[src/rtl/pos_byte_latch.sv]
module pos_byte_latch #(
  parameter int DATA_W = 16,
  parameter int BYTE_W = 8,
  parameter int MIN_W  = 10
) (
  input  logic              clk,
  input  logic              rst_n,
  input  logic [DATA_W-1:0] cnt_val,
  input  logic              cnt_upd,
  input  logic              hold_n,
  input  logic              read_en_n,
  input  logic              hi_sel,
  input  logic [1:0]        res_code,
  output logic [DATA_W-1:0] bus_data,
  output logic [DATA_W-1:0] bus_oe,
  output logic              refresh_req
);
  localparam int SHIFT_MAX = DATA_W - MIN_W;

  logic [DATA_W-1:0] lat;
  logic [DATA_W-1:0] res_mask;
  logic              hold_q;
  logic              drive_q;
  logic              hi_q;
  logic              load;
  logic [BYTE_W-1:0] lo_byte;
  logic [BYTE_W-1:0] hi_byte;

  assign res_mask = {DATA_W{1'b1}} >> (SHIFT_MAX - 2 * int'(res_code));
  assign load     = hold_n && (cnt_upd || refresh_req);

  always_ff @(posedge clk or negedge rst_n) begin
    if (!rst_n) begin
      lat         <= '0;
      hold_q      <= 1'b1;
      refresh_req <= 1'b0;
      drive_q     <= 1'b0;
      hi_q        <= 1'b0;
    end else begin
      hold_q      <= hold_n;
      refresh_req <= hold_n && !hold_q;
      drive_q     <= !read_en_n;
      hi_q        <= hi_sel;
      if (load) lat <= cnt_val & res_mask;
    end
  end

  assign lo_byte  = lat[BYTE_W-1:0];
  assign hi_byte  = hi_q ? lat[DATA_W-1:DATA_W-BYTE_W] : lo_byte;
  assign bus_data = drive_q ? {hi_byte, lo_byte} : '0;
  assign bus_oe   = {DATA_W{drive_q}};

  assert_freeze_holds_R3: assert property (@(posedge clk) disable iff (!rst_n)
    !hold_n |=> lat == $past(lat));

  assert_refresh_single_R4: assert property (@(posedge clk) disable iff (!rst_n)
    refresh_req |=> !refresh_req);

  assert_refresh_loads_R4: assert property (@(posedge clk) disable iff (!rst_n)
    (refresh_req && hold_n) |=> lat == $past(cnt_val & res_mask));

  assert_update_loads_R2: assert property (@(posedge clk) disable iff (!rst_n)
    (cnt_upd && hold_n) |=> lat == $past(cnt_val & res_mask));

  assert_oe_uniform_R5: assert property (@(posedge clk) disable iff (!rst_n)
    (bus_oe == '0) || (bus_oe == '1));

  assert_off_quiet_R5: assert property (@(posedge clk) disable iff (!rst_n)
    (bus_oe == '0) |-> (bus_data == '0));

  assert_dup_low_R7: assert property (@(posedge clk) disable iff (!rst_n)
    (bus_oe[0] && !hi_q) |-> bus_data[DATA_W-1:DATA_W-BYTE_W] == bus_data[BYTE_W-1:0]);
endmodule

[config.mk]
export PLATFORM = sky130hd
export DESIGN_NAME = pos_byte_latch
export DESIGN_NICKNAME = d
export VERILOG_FILES = /design/src/rtl/pos_byte_latch.sv
export SDC_FILE = /design/constraint.sdc
export NUM_CORES = 1
export LEC_CHECK = 0
export CAP_MARGIN = 20
export CELL_PAD_IN_SITES_DETAIL_PLACEMENT = 1
export CELL_PAD_IN_SITES_GLOBAL_PLACEMENT = 1
export CORE_MARGIN = 4
export CORE_UTILIZATION = 30
export DETAILED_ROUTE_END_ITERATION = 8
export PLACE_DENSITY_LB_ADDON = 0.1
export SLEW_MARGIN = 20
export SYNTH_ARGS = -nofsm -noshare
export SYNTH_HDL_FRONTEND = slang
export SYNTH_SLANG_ARGS = --single-unit
[constraint.sdc]
create_clock -name clk -period 3.87 [get_ports clk]
set_clock_uncertainty 0.15 [all_clocks]
set_input_delay 0.387 -clock clk [delete_from_list [all_inputs] [get_ports clk]]
set_output_delay 0.387 -clock clk [all_outputs]
set_load 0.1 [all_outputs]
# ---- Word level (Yosys, flattened, before mapping)
# Index checks and enable logic that the tools add are counted.
dict set report op_classes {
  muxes 2
  n_mul 0
  n_bitwise 1
  n_eq_ne 0
  n_lt_le_gt_ge 0
  n_addsub 1
  reduce_logical 5
  div 0
  n_shift 1
}
# operator count
set ops {}
lappend ops {{$shr A16 B32 Y16 const A} 1}
lappend ops {{$and A16 B16 Y16} 1}
lappend ops {{$mux W16} 1}
lappend ops {{$mux W8} 1}
lappend ops {{$sub A3 B3 Y4 const A} 1}
lappend ops {{$logic_and A1 B1 Y1} 2}
lappend ops {{$logic_not A1 Y1} 2}
lappend ops {{$logic_or A1 B1 Y1} 1}
dict set report totals {
  inputBits 24
  ram_bits 0
  memories 0
  elab_cells 15
  output_inout_bits 33
  romBits 0
  latch_bits 0
  regBits 20
}

# ---- Depth between registers and ports, before layout
dict set report depth {
  word_depth 3
  mapped_depth 3
  ltp_nobuf 2
}

# ---- Worst setup path after synthesis
# OpenSTA, ideal clock, no wires.
dict set report synth_timing {
  kind {register -> output}
  startpoint {reg drive_q}
  endpoint {out bus_data[13]}
  t_arrival_ps 2227
  t_required_ps 3333
  path_slack_ps 1106
  stages_incl_launch_ff 3
  path_buffers 1
  cell_sequence {dfrtp_1 > clkbuf_1 > nor2b_1}
}
dict set report synth_between {
  elab_chain_len 1
}
# item line
set synth_rtl {}
lappend synth_rtl {{start: declaration} 23} ;# logic drive_q;
lappend synth_rtl {{start signal: assignment} 42} ;# drive_q <= !read_en_n;
lappend synth_rtl {{$mux W16} 50} ;# assign bus_data = drive_q ? {hi_byte, lo_byte} : '0;
lappend synth_rtl {{end: declaration} 14} ;# output logic [DATA_W-1:0] bus_data,
# No other way between the ends.

# ---- Worst setup path in the final report
dict set report layout_timing {
  startpoint {reg drive_q}
  endpoint {out bus_oe[7]}
}
# item line
set layout_rtl {}
lappend layout_rtl {{end: declaration} 15} ;# output logic [DATA_W-1:0] bus_oe,
# No word-level cell between the ends.

==> results.json <==
{
  "cts.sinks": 20,
  "synth_edf_count": 0,
  "hold_violations": 0,
  "crit_fanout": 32,
  "min_path_type": "reg2reg",
  "pre_cts_slack_ns": 1.20,
  "ys_warn_count": 0,
  "wl_per_cell_um": 14.1,
  "cts_resized": 0,
  "post_cts_buffers": 0,
  "setup_ws_ns": 0.973,
  "arrival_ns": 2.36,
  "initial_utilization": 0.320,
  "min_to": "refresh_req",
  "critical_path_class": "reg2out",
  "yosysTopAreaCellShare": 0.432,
  "reg2reg_slack_ns": 2.21,
  "grt_usage": 0.116,
  "cts_tree": "built",
  "first_global_vias": 810,
  "start_kind": "flip-flop",
  "grt_pass1_wl_um": 4000,
  "hpwl_um": 1910,
  "wl_um": 2520,
  "ys_types": 16,
  "rsz0062_at_grt": "false",
  "io_pins": 57,
  "r2r_end": "lat[8]",
  "ant_nets": 0,
  "coreArea_mm2": 0.00344,
  "critPathSlowestCell": "clkdlybuf4s50_1",
  "synth.area.top_cells": "dfrtp_1 (43%), mux2i_1 (11%), buf_4 (11%), mux2_4 (8.2%), mux2_2 (6.1%)",
  "antenna_found_initial": 0,
  "yosysSeqAreaShare": 0.456,
  "finalCriticalPeriod_ns": 2.90,
  "leakage_uw": 0.000743,
  "instances_no_fill": 179,
  "dr_total_vias": 743,
  "num_rows": 21,
  "worstHoldStart": "hold_q",
  "ff_latch_area_um2": 502,
  "first_iter_violations": 14,
  "stdcell_area_mm2": 0.00158,
  "synthFlopType": "dfrtp_1",
  "tns_ns": 0,
  "cts_buffers": 3,
  "synth_top_area_cell": "dfrtp_1",
  "drv_cap": 0,
  "drc": 0,
  "dieArea_mm2": 0.00470,
  "dpl-instance-area_mm2": 0.00153,
  "hold_depth": 1,
  "slowest_delay_ns": 1.28,
  "syn_area_mm2": 0.00110,
  "ir_drop_v": 0.000220,
  "fmax_mhz": 345,
  "num_antenna_cells": 0,
  "ys_ff_latch": 20,
  "path_buf_inv": 1,
  "crit_path_end_kind": "output pin",
  "multiInputGateArea_um2": 430,
  "r2r_start": "refresh_req",
  "drive_above_1_share": 0.256,
  "clk-insertion-delay-late_ns": 0.26,
  "ctsHoldBuffers": 0,
  "cp_cell_sequence": "clkdlybuf4s50_1",
  "io_buffers": 56,
  "syn_inst": 92,
  "dp_cells": 175,
  "die_y_um": 68.5,
  "syn_to_final_growth_pct": 44.0,
  "finalSetupViolCount": 0,
  "status": "complete, no violations",
  "synth_commonest_cells": "dfrtp_1 (19), buf_4 (16), mux2i_1 (12)",
  "grt_overflow_total": 0,
  "path_clk_slew_ns": 0.07,
  "worst-r2r-cell-count": 2,
  "fin_util": 0.460,
  "vias_per_cell": 4.15,
  "final_nets": 158,
  "fin_crit_sh": 0.749,
  "cts-root-buf": "clkbuf_8",
  "cts.path.max_buffers": 2,
  "gp_congestion": 0.683,
  "crit_required_ns": 3.33,
  "cellPowerDensity_mw_per_mm2": 472,
  "fillers": 376,
  "crit_family": "buffers and inverters",
  "h-tree-depth": 1,
  "grt_max_degree": 33,
  "slew_headroom": 0.346,
  "synth_nets": 116,
  "drt_first_pass_iters": 2,
  "die_w_um": 68.5,
  "synth_most_common_cell": "dfrtp_1",
  "worstMarginPinSlew_ns": 0.979,
  "final-max-slew-violation-count": 0,
  "async_reset_ff_frac": 1.00,
  "syn_avg_cell_area_um2": 12.0
}
## cell families after synthesis
logic type             after synthesis  share of synthesized area
AO/OA/AOI/OAI                        3                     0.0239
buffers and inverters               24                      0.152
flip-flops                          20                      0.456
multiplexers                        24                      0.253
AND/OR/NAND/NOR                     21                      0.115
## stage by stage
step / hold slack [ns] / total power, uW
2_1_floorplan: -0.0586 / 523
6_report: 0.346 / 747
4_1_cts: 0.348 / 756
5_1_grt: 0.380 / 782
3_3_place_gp: 0.323 / 591
3_5_place_dp: 0.331 / 595
## power breakdown
part           total, uW  internal, uW  switching [uW]
sequential           255           235            20.6
combinational        333          95.4             237
clock                159          90.5            68.5
## state kept, by name (all words and copies together) (netlist names)
| name | count |
|---|---|
| refresh_req | 1 |
| hi_q | 1 |
| lat | 16 |
| hold_q | 1 |
| drive_q | 1 |
## worst max path at each step
| stage | startpoint | to | slack (ns) | cells past startpoint |
|---|---|---|---|---|
| after global placement | drive_q | bus_oe[15] | 1.24 | 1 |
| after floorplan | drive_q | bus_data[13] | 1.11 | 2 |
| final | drive_q | bus_oe[7] | 0.97 | 1 |
| after detailed placement | drive_q | bus_oe[7] | 1.20 | 1 |
| after global routing | drive_q | bus_oe[7] | 0.82 | 1 |
| after CTS | drive_q | bus_oe[7] | 0.91 | 1 |
## metal layers
layer,wire length [um],global-route usage,vias up,part of all wire
met5,0,0,-,0
met4,18,0.0223,0,0.0071
met3,185,0.0438,2,0.073
met2,1240,0.181,30,0.49
met1,1080,0.153,347,0.43
li1,-,-,364,-
## area by class of cell
class	count	area share
inverters	5	0.0118
well taps	46	0.0363
flip-flops and latches	20	0.317
multi-input cells	48	0.272
repair buffers	56	0.329
clock buffers	4	0.0348
## cell usage in the layout (no fill, tap or decap)
master and instances:
dfstp_2 1, o21ai_4 1, mux2_2 6, nor2b_1 9, dfrtp_1 19, inv_1 5
and3_1 2, and2_1 8, clkbuf_8 4, mux2i_1 12, o21ai_0 2, mux2_4 6
clkdlybuf4s50_1 40, nand2_1 2, buf_4 16
## worst reg2reg max path: cells and delay by family, from the launching register on
family | cells | cell delay (ns)
flip-flops | 1 | 0.42
AO/OA/AOI/OAI | 1 | 0.57
multiplexers | 1 | 0.42
No activity file was read; power rests on OpenSTA's default activity.
